`config.mk`:
```
export PLATFORM = sky130hd
export DESIGN_NAME = i2c_regbank_target
export DESIGN_NICKNAME = d
export VERILOG_FILES = /design/src/rtl/i2c_rb_pkg.sv /design/src/rtl/i2c_rb_sync.sv /design/src/rtl/i2c_rb_file.sv /design/src/rtl/i2c_regbank_target.sv
export SDC_FILE = /design/constraint.sdc
export NUM_CORES = 1
export LEC_CHECK = 0
export BUFFER_PORTS_ARGS = -buffer_cell sky130_fd_sc_hd__buf_2
export CORE_MARGIN = 2
export CORE_UTILIZATION = 45
export DETAILED_ROUTE_END_ITERATION = 10
export PLACE_DENSITY_LB_ADDON = 0.1
export RECOVER_POWER = 100
export SYNTH_ARGS = -nofsm -noshare
export SYNTH_HDL_FRONTEND = slang
export SYNTH_HIERARCHICAL = 1
export SYNTH_SLANG_ARGS = --single-unit
export TNS_END_PERCENT = 5
```
`constraint.sdc`:
```
create_clock -name clk -period 2.7 [get_ports clk]
set_clock_uncertainty 0.2 [all_clocks]
set_input_delay 0.135 -clock clk [delete_from_list [all_inputs] [get_ports clk]]
set_output_delay 0.135 -clock clk [all_outputs]
set_load 0.05 [all_outputs]
```
`src/rtl/i2c_rb_pkg.sv`:
```
package i2c_rb_pkg;
  localparam int BYTE_W = 8;

  typedef enum logic [2:0] {
    ST_IDLE,
    ST_ADDR,
    ST_AACK,
    ST_RX,
    ST_WACK,
    ST_TX,
    ST_MACK,
    ST_IGNORE
  } rb_state_t;
endpackage

```
`src/rtl/i2c_rb_sync.sv`:
```
module i2c_rb_sync #(
  parameter int STAGES = 2
) (
  input  logic clk,
  input  logic rst,
  input  logic scl_i,
  input  logic sda_i,
  output logic scl_s,
  output logic sda_s,
  output logic scl_rise,
  output logic scl_fall,
  output logic start_det,
  output logic stop_det
);
  localparam int NLINES = 2;

  logic [NLINES-1:0] raw;
  logic [NLINES-1:0] cur;
  logic [NLINES-1:0] prv;

  assign raw = {sda_i, scl_i};

  for (genvar g = 0; g < NLINES; g++) begin : g_line
    logic [STAGES-1:0] chain;
    always_ff @(posedge clk) begin
      if (rst) chain <= '1;
      else     chain <= {chain[STAGES-2:0], raw[g]};
    end
    assign cur[g] = chain[STAGES-1];
  end

  always_ff @(posedge clk) begin
    if (rst) prv <= '1;
    else     prv <= cur;
  end

  assign scl_s     = cur[0];
  assign sda_s     = cur[1];
  assign scl_rise  = cur[0] & ~prv[0];
  assign scl_fall  = ~cur[0] & prv[0];
  assign start_det = cur[0] & prv[0] & prv[1] & ~cur[1];
  assign stop_det  = cur[0] & prv[0] & ~prv[1] & cur[1];
endmodule

```
`src/rtl/i2c_rb_file.sv`:
```
module i2c_rb_file #(
  parameter int NREG = 10,
  parameter int DW   = 8
) (
  input  logic               clk,
  input  logic               rst,
  input  logic               ptr_load,
  input  logic [DW-1:0]      load_val,
  input  logic               ptr_inc,
  input  logic               wr_en,
  input  logic [DW-1:0]      wdata,
  output logic [DW-1:0]      rd_data,
  output logic [NREG*DW-1:0] regs_flat
);
  localparam int AW = (NREG > 1) ? $clog2(NREG) : 1;
  localparam logic [AW-1:0] LAST   = AW'(NREG - 1);
  localparam logic [DW-1:0] NREG_V = DW'(NREG);

  logic [DW-1:0] regs [NREG];
  logic [AW-1:0] ptr;
  logic [AW-1:0] ptr_next;

  assign ptr_next = (ptr == LAST) ? '0 : ptr + 1'b1;

  always_ff @(posedge clk) begin
    if (rst) begin
      ptr <= '0;
    end else if (ptr_load) begin
      ptr <= (load_val < NREG_V) ? load_val[AW-1:0] : '0;
    end else if (ptr_inc) begin
      ptr <= ptr_next;
    end
  end

  always_ff @(posedge clk) begin
    if (rst) begin
      for (int i = 0; i < NREG; i++) regs[i] <= '0;
    end else if (wr_en) begin
      regs[ptr] <= wdata;
    end
  end

  assign rd_data = regs[ptr];

  for (genvar k = 0; k < NREG; k++) begin : g_flat
    assign regs_flat[k*DW +: DW] = regs[k];
  end

  assert_ptr_range_R3: assert property (@(posedge clk) disable iff (rst)
    ptr < AW'(NREG));

  assert_ptr_wrap_R3: assert property (@(posedge clk) disable iff (rst)
    (ptr_inc && !ptr_load && ptr == LAST) |=> (ptr == '0));

  assert_wr_lands_R2: assert property (@(posedge clk) disable iff (rst)
    wr_en |=> (regs[$past(ptr)] == $past(wdata)));

  assert_load_clamp_R10: assert property (@(posedge clk) disable iff (rst)
    (ptr_load && load_val >= NREG_V) |=> (ptr == '0));
endmodule

```
`src/rtl/i2c_regbank_target.sv`:
```
module i2c_regbank_target
  import i2c_rb_pkg::*;
#(
  parameter int         NREG     = 10,
  parameter logic [6:0] DEV_ADDR = 7'h2C,
  parameter int         SYNC_N   = 2
) (
  input  logic                   clk,
  input  logic                   rst,
  input  logic                   scl_i,
  input  logic                   sda_i,
  output logic                   sda_oe,
  output logic [NREG*BYTE_W-1:0] regs_o
);
  localparam int BW = $clog2(BYTE_W);
  localparam logic [BW-1:0] LAST_BIT = BW'(BYTE_W - 1);

  logic scl_s, sda_s, scl_rise, scl_fall, start_det, stop_det;

  i2c_rb_sync #(.STAGES(SYNC_N)) u_sync (
    .clk      (clk),
    .rst      (rst),
    .scl_i    (scl_i),
    .sda_i    (sda_i),
    .scl_s    (scl_s),
    .sda_s    (sda_s),
    .scl_rise (scl_rise),
    .scl_fall (scl_fall),
    .start_det(start_det),
    .stop_det (stop_det)
  );

  rb_state_t          st;
  logic [BW-1:0]      bitcnt;
  logic               got8;
  logic [BYTE_W-1:0]  rxsh;
  logic [BYTE_W-1:0]  txsh;
  logic               rw;
  logic               first;
  logic               mack;
  logic               ld_q, inc_q, we_q;
  logic [BYTE_W-1:0]  wd_q;
  logic [BYTE_W-1:0]  rd_data;

  i2c_rb_file #(.NREG(NREG), .DW(BYTE_W)) u_file (
    .clk      (clk),
    .rst      (rst),
    .ptr_load (ld_q),
    .load_val (wd_q),
    .ptr_inc  (inc_q),
    .wr_en    (we_q),
    .wdata    (wd_q),
    .rd_data  (rd_data),
    .regs_flat(regs_o)
  );

  always_ff @(posedge clk) begin
    if (rst) begin
      st     <= ST_IDLE;
      bitcnt <= '0;
      got8   <= 1'b0;
      rxsh   <= '0;
      txsh   <= '0;
      rw     <= 1'b0;
      first  <= 1'b0;
      mack   <= 1'b0;
      sda_oe <= 1'b0;
      ld_q   <= 1'b0;
      inc_q  <= 1'b0;
      we_q   <= 1'b0;
      wd_q   <= '0;
    end else begin
      ld_q  <= 1'b0;
      inc_q <= 1'b0;
      we_q  <= 1'b0;
      if (start_det) begin
        st     <= ST_ADDR;
        bitcnt <= '0;
        got8   <= 1'b0;
        sda_oe <= 1'b0;
      end else if (stop_det) begin
        st     <= ST_IDLE;
        sda_oe <= 1'b0;
      end else begin
        case (st)
          ST_ADDR, ST_RX: begin
            if (scl_rise && !got8) begin
              rxsh   <= {rxsh[BYTE_W-2:0], sda_s};
              bitcnt <= bitcnt + 1'b1;
              if (bitcnt == LAST_BIT) got8 <= 1'b1;
            end else if (scl_fall && got8) begin
              got8   <= 1'b0;
              bitcnt <= '0;
              if (st == ST_ADDR) begin
                if (rxsh[BYTE_W-1:1] == DEV_ADDR) begin
                  sda_oe <= 1'b1;
                  rw     <= rxsh[0];
                  first  <= 1'b1;
                  st     <= ST_AACK;
                end else begin
                  st <= ST_IGNORE;
                end
              end else begin
                sda_oe <= 1'b1;
                wd_q   <= rxsh;
                st     <= ST_WACK;
                if (first) begin
                  ld_q  <= 1'b1;
                  first <= 1'b0;
                end else begin
                  we_q  <= 1'b1;
                  inc_q <= 1'b1;
                end
              end
            end
          end
          ST_AACK: begin
            if (scl_fall) begin
              if (rw) begin
                sda_oe <= ~rd_data[BYTE_W-1];
                txsh   <= rd_data;
                bitcnt <= '0;
                st     <= ST_TX;
              end else begin
                sda_oe <= 1'b0;
                st     <= ST_RX;
              end
            end
          end
          ST_WACK: begin
            if (scl_fall) begin
              sda_oe <= 1'b0;
              st     <= ST_RX;
            end
          end
          ST_TX: begin
            if (scl_fall) begin
              if (bitcnt == LAST_BIT) begin
                sda_oe <= 1'b0;
                inc_q  <= 1'b1;
                st     <= ST_MACK;
              end else begin
                sda_oe <= ~txsh[BYTE_W-2];
                txsh   <= {txsh[BYTE_W-2:0], 1'b0};
                bitcnt <= bitcnt + 1'b1;
              end
            end
          end
          ST_MACK: begin
            if (scl_rise) begin
              mack <= ~sda_s;
            end else if (scl_fall) begin
              if (mack) begin
                sda_oe <= ~rd_data[BYTE_W-1];
                txsh   <= rd_data;
                bitcnt <= '0;
                st     <= ST_TX;
              end else begin
                st <= ST_IGNORE;
              end
            end
          end
          default: ;
        endcase
      end
    end
  end

  assert_sda_scl_low_R9: assert property (@(posedge clk) disable iff (rst)
    !$stable(sda_oe) |-> !$past(scl_s));

  assert_stop_release_R7: assert property (@(posedge clk) disable iff (rst)
    stop_det |=> !sda_oe);

  assert_mack_release_R9: assert property (@(posedge clk) disable iff (rst)
    (st == ST_MACK) |-> !sda_oe);

  assert_ignore_quiet_R8: assert property (@(posedge clk) disable iff (rst)
    (st == ST_IGNORE) |-> !sda_oe);
endmodule

```
# Yosys cells after proc, flatten, opt, wreduce, memory -nomap -nowiden
# Memories as Yosys holds them, arrays and structs flattened. A register that Yosys moved wholly into a read port is not among the register bits.
# Cells that the tools add are included.
# Widths: inputs -> output; s select.
[totals]
ff_bits = 47
mem_bits_rw = 80
in_bits = 4
out_inout_bits = 81
wordCells = 171
n_memories = 1
[mem_list]
columns = ["name", "depth", "width", "read_ports", "rd_clocked_by_memory_dff", "wr", "line_no", "text"]
rows = [
  ["u_file.regs", 10, 8, 11, 1, 10, "i2c_rb_file.sv:19", "logic [DW-1:0] regs [NREG];"],
]
[op_classes]
add_sub_neg = 2
magnitude_cmp = 1
n_eq_ne = 32
n_mux = 72
bitwise = 19
reduce_logical = 26
[ops]
columns = ["cell", "count"]
rows = [
  ["$mux 3", 20],
  ["$mux 7", 7],
  ["$ne 4x4->1 const B", 8],
  ["$mux 1", 31],
  ["$reduce_and 10->1", 3],
  ["$mux 4", 7],
  ["$ne 2x2->1 const B", 11],
  ["$pmux 7 s3", 1],
  ["$reduce_and 9->1", 2],
  ["$pmux 3 s5", 1],
  ["$eq 3x3->1 const B", 4],
  ["$not 1->1", 12],
  ["$pmux 3 s4", 1],
  ["$reduce_and 4->1", 3],
  ["$reduce_and 6->1", 2],
  ["$lt 8x4->1 const B", 1],
  ["$mux 8", 1],
  ["$reduce_or 8->1", 1],
  ["$and 1x1->1", 7],
  ["$eq 7x6->1 const B", 1],
  ["$reduce_and 7->1", 1],
  ["$reduce_bool 7->1", 1],
  ["$reduce_or 7->1", 1],
  ["$eq 3x2->1 const B", 2],
  ["18 further kinds", 23],
]

# Depth between registers and ports, before layout
[logic_depth]
ltp_word = 8
depth_mapped = 9
depth_no_buf = 7

# Cells and area by module
# The synthesis kept the hierarchy.
[by_module_without_submodules]
columns = ["mod", "n_inst", "cells_each", "area_per_inst_um2", "seq_area_each_um2"]
rows = [
  ["i2c_rb_file", 1, 365, 5769.3, 4003.8],
  ["i2c_regbank_target", 1, 212, 1811.7, 740.7],
  ["i2c_rb_sync", 1, 16, 190.2, 120.1],
]

# Worst setup path after synthesis
# Ideal clock, no wire load.
[synth_path]
kind = "reg2reg"
startpoint = "memory u_file.regs[1][7]"
endpoint = "register sda_oe"
setup_ps = 87
t_arrival_ps = 1967
required_time_ps = 2413
setup_slack_ps = 446
path_stages_with_launch = 8
n_path_buf = 0
cell_sequence = "edfxtp_1 > mux4_1 > a22oi_1 > nand2_1 > o21bai_1 > a21oi_1 > o211ai_1 > o31ai_1"
[synth_rtl]
columns = ["element", "line_no", "text"]
rows = [
  ["start: declaration", "i2c_rb_file.sv:19", ""],
  ["end signal: assignment", "i2c_regbank_target.sv:120", "sda_oe <= ~rd_data[BYTE_W-1];"],
  ["end signal: assignment", "i2c_regbank_target.sv:143", "sda_oe <= ~txsh[BYTE_W-2];"],
  ["end signal: assignment", "i2c_regbank_target.sv:154", "sda_oe <= ~rd_data[BYTE_W-1];"],
  ["end: declaration", "i2c_regbank_target.sv:12", "output logic sda_oe,"],
]

# Worst setup path after layout
[layout_path]
startpoint = "register bitcnt[0]"
endpoint = "register txsh[1]"
[layout_via]
elab_chain_cells = 3
[layout_rtl]
columns = ["element", "line_no", "text"]
rows = [
  ["start: declaration", "i2c_regbank_target.sv:34", "logic [BW-1:0] bitcnt;"],
  ["start signal: assignment", "i2c_regbank_target.sv:89", "bitcnt <= bitcnt + 1'b1;"],
  ["start signal: assignment", "i2c_regbank_target.sv:145", "bitcnt <= bitcnt + 1'b1;"],
  ["$eq 3x3->1", "i2c_regbank_target.sv:138", "if (bitcnt == LAST_BIT) begin"],
  ["$ne 2x2->1 (no source line)", "--", ""],
  ["$reduce_and 10->1 (no source line)", "--", ""],
  ["end signal: assignment", "i2c_regbank_target.sv:121", "txsh <= rd_data;"],
  ["end signal: assignment", "i2c_regbank_target.sv:144", "txsh <= {txsh[BYTE_W-2:0], 1'b0};"],
  ["end signal: assignment", "i2c_regbank_target.sv:155", "txsh <= rd_data;"],
  ["end: declaration", "i2c_regbank_target.sv:37", "logic [BYTE_W-1:0] txsh;"],
]
# No other way between the ends.
# A chain may end at the register's enable or synchronous reset.

==> impl_metrics.json <==
{
  "period_needed_ns": 2.46,
  "core_area_mm2": 0.0171,
  "hold_ws_ns": 0.203,
  "finalSetupTns_ns": 0,
  "floorplan.die_area_mm2": 0.0183,
  "fmax_mhz": 407,
  "cp_most_frequent_cell": "sky130_fd_sc_hd__ha_1",
  "power_density_mw_per_mm2": 638,
  "total_global_route_track_usage": 0.232,
  "rsz_0062_raised_after_global_routing": "no",
  "tightest_slew_ns": 1.16,
  "post-synth-top-area-cell": "sky130_fd_sc_hd__edfxtp_1",
  "yosys_warning_count": 6,
  "netlist_top_cells_area": "sky130_fd_sc_hd__edfxtp_1 49%, sky130_fd_sc_hd__dfxtp_1 13%, sky130_fd_sc_hd__mux4_2 5.2%",
  "startpoint_type": "flip-flop",
  "postSynth.asyncResetShare": 0,
  "post-dp-hpwl_um": 14200,
  "critPathKind": "reg -> reg",
  "dr_drc_count": 0,
  "synthTopCellsByCount": "128 x sky130_fd_sc_hd__edfxtp_1, 101 x sky130_fd_sc_hd__nor2_1, 51 x sky130_fd_sc_hd__dfxtp_1",
  "first_pass_grt_wire_length_um": 31200,
  "hold_path.class": "reg -> reg",
  "postSynthCellCount": 593,
  "worst_r2r_startpoint": "bitcnt[0]",
  "fillers": 1545,
  "postRouteWirelength_um": 20200,
  "critPathMaxFanout": 14,
  "share_of_the_synthesized_area_in_the_top_cell_type": 0.495,
  "insertion_delay_ns": 0.43,
  "synth_most_common_cell": "sky130_fd_sc_hd__edfxtp_1",
  "antenna_found_initial": 0,
  "clock-root-buffer": "sky130_fd_sc_hd__clkbuf_16",
  "dr_total_vias": 5273,
  "report.final.hold_viol_count": 0,
  "setup.worst_path.start": "bitcnt[0]",
  "place_ws_ns": 0.292,
  "total_leakage_power_nw": 3.11,
  "cell_rows": 48,
  "hp-start": "u_sync/g_line[0].chain[0]",
  "post_drt_wl_per_cell_um": 21.4,
  "antenna_cell_count": 0,
  "worst_ir_drop_vdd_uv": 414,
  "buffer_depth_of_the_longest_clock_path": 2,
  "ys_seq_elements": 179,
  "drive_above_1_share": 0.123,
  "area.growth.synth_to_final_pct": 16.2,
  "setup_viol": 0,
  "die_w_um": 135,
  "count_of_maximum_capacitance_violations": 0,
  "place_area_mm2": 0.00859,
  "finalCoreUtilization": 0.528,
  "postRouteAntennaNets": 0,
  "htreeDepth": 4,
  "synthDistinctLibCells": 64,
  "maxSlewViolCount": 0,
  "post_synth_edffs": 128,
  "gpl.final_weighted_congestion": 0.886,
  "worstPathCellList": "ha_1 -> ha_1 -> and4bb_2 -> o21ai_0 -> a211oi_4 -> clkbuf_2 -> nor2_1 -> a311oi_1",
  "worst_slew_margin": 0.214,
  "status": "finished, final reports clean",
  "placedCellCount": 906,
  "drt_pass1_iterations": 5,
  "worst_slack_ns": 0.242,
  "nets_in_the_synthesized_netlist": 599,
  "buffer_ports.inserted": 84,
  "most_used_flip_flop_cell_after_synthesis": "sky130_fd_sc_hd__edfxtp_1",
  "cpPeakStageDelay_ns": 0.34,
  "synth.cell_area_mm2": 0.00777,
  "cts-buffers-inserted": 17,
  "initial_core_util": 0.454,
  "drt-initial-drc-count": 392,
  "clock_pin_slew_on_the_worst_setup_and_hold_paths_ns": 0.07,
  "final_net_count": 709,
  "layoutNonFillerInstCount": 941,
  "drt-vias-per-instance": 5.60,
  "worst-endpoint-arrival_ns": 2.58,
  "first_global_vias": 5200,
  "cp_max_delay_cell": "sky130_fd_sc_hd__clkbuf_2",
  "grt_remaining_overflow": 0,
  "synth.yosys.seq_area_share": 0.626,
  "floorplan.die.height_um": 135,
  "syn_avg_cell_area_um2": 13.1,
  "final_design_area_no_fill_mm2": 0.00903,
  "power.total_mw": 5.76,
  "final.period_utilization": 0.911,
  "end_kind": "flip-flop",
  "grt_max_degree": 48,
  "numClockSinks": 179,
  "worstPathRequired_ns": 2.82,
  "clock_tree_from_tritoncts": "done",
  "design.portCount": 85
}
final timing paths:
| kind | end | slack [ns] | cells after the start |
|---|---|---|---|
| hold reg to reg | u_sync/g_line[0].chain[1] | 0.20 | 1 |
| hold / removal | u_sync/g_line[0].chain[1] | 0.20 | 1 |
| setup / recovery | txsh[1] | 0.24 | 8 |
| setup reg to reg | txsh[1] | 0.24 | 8 |
routing by layer:
layer  vias up  track usage  part of all wire
met5         -            0                 0
met4         0       0.0700             0.013
met3        21       0.0527             0.057
met2       163        0.358              0.47
met1      2656        0.330              0.46
li1       2433            -                 -
where the power goes:
part / total [mW] / switching [mW] / leakage, nW / internal (mW)
clock: 2.46 / 1.15 / 0.280 / 1.31
sequential: 3.00 / 0.0323 / 1.77 / 2.97
combinational: 0.302 / 0.246 / 1.07 / 0.0557
critical path: cells and delay by family (launching register included):
kind,cells,cell delay (ns)
DFF,1,0.33
buffers and inverters,1,0.34
AOI/OAI and AO/OA,3,0.60
adders and majority gates,2,0.49
and+or+nand+nor,2,0.39
cells by family after synthesis:
kind of cell | count (synthesis) | share of synthesized area
AOI/OAI and AO/OA | 77 | 0.0744
xor gates and xnor gates | 2 | 0.00225
adders and majority gates | 2 | 0.00322
buffers and inverters | 46 | 0.0280
DFF | 179 | 0.626
muxes | 45 | 0.116
and+or+nand+nor | 242 | 0.150
flip-flops by register name (all words and copies together), names as in the netlist, named ones only:
| name | count |
|---|---|
| mack | 1 |
| u_file/regs | 128 |
| u_file/ptr | 4 |
| rw | 1 |
| wd_q | 8 |
| first | 1 |
| sda_oe | 1 |
| u_sync/prv | 2 |
| u_sync/g_line.chain | 4 |
| inc_q | 1 |
| st | 3 |
| got8 | 1 |
| we_q | 1 |
| ld_q | 1 |
| bitcnt | 3 |
| txsh | 7 |
| rxsh | 8 |
layout make-up:
type	instances	area, um^2	area share
Clock buffer	17	425	0.0471
Clock inverter	15	169	0.0187
Inverter	13	48.8	0.00540
Multi-Input combinational cell	368	2670	0.296
Sequential cell	179	4870	0.539
Tap cell	225	282	0.0312
Timing Repair Buffer	124	567	0.0628
layout by cell type, fill, tap and decap left out, types with 18 or more instances in the layout:
| master | n |
|---|---|
| sky130_fd_sc_hd__edfxtp_1 | 128 |
| sky130_fd_sc_hd__nor2_1 | 101 |
| sky130_fd_sc_hd__clkbuf_1 | 95 |
| sky130_fd_sc_hd__nand2_1 | 50 |
| sky130_fd_sc_hd__dfxtp_1 | 50 |
| sky130_fd_sc_hd__buf_4 | 20 |
| sky130_fd_sc_hd__nand3_1 | 18 |
| sky130_fd_sc_hd__mux4_2 | 18 |
what timing repair did:
item	4_1_cts	5_1_grt
hold endpoints to repair	3	0
hold buffers	3	0
setup buffers	0	0
gates resized for setup	0	0
setup endpoints to repair	0	0
No activity file was read; power rests on OpenSTA's default activity.
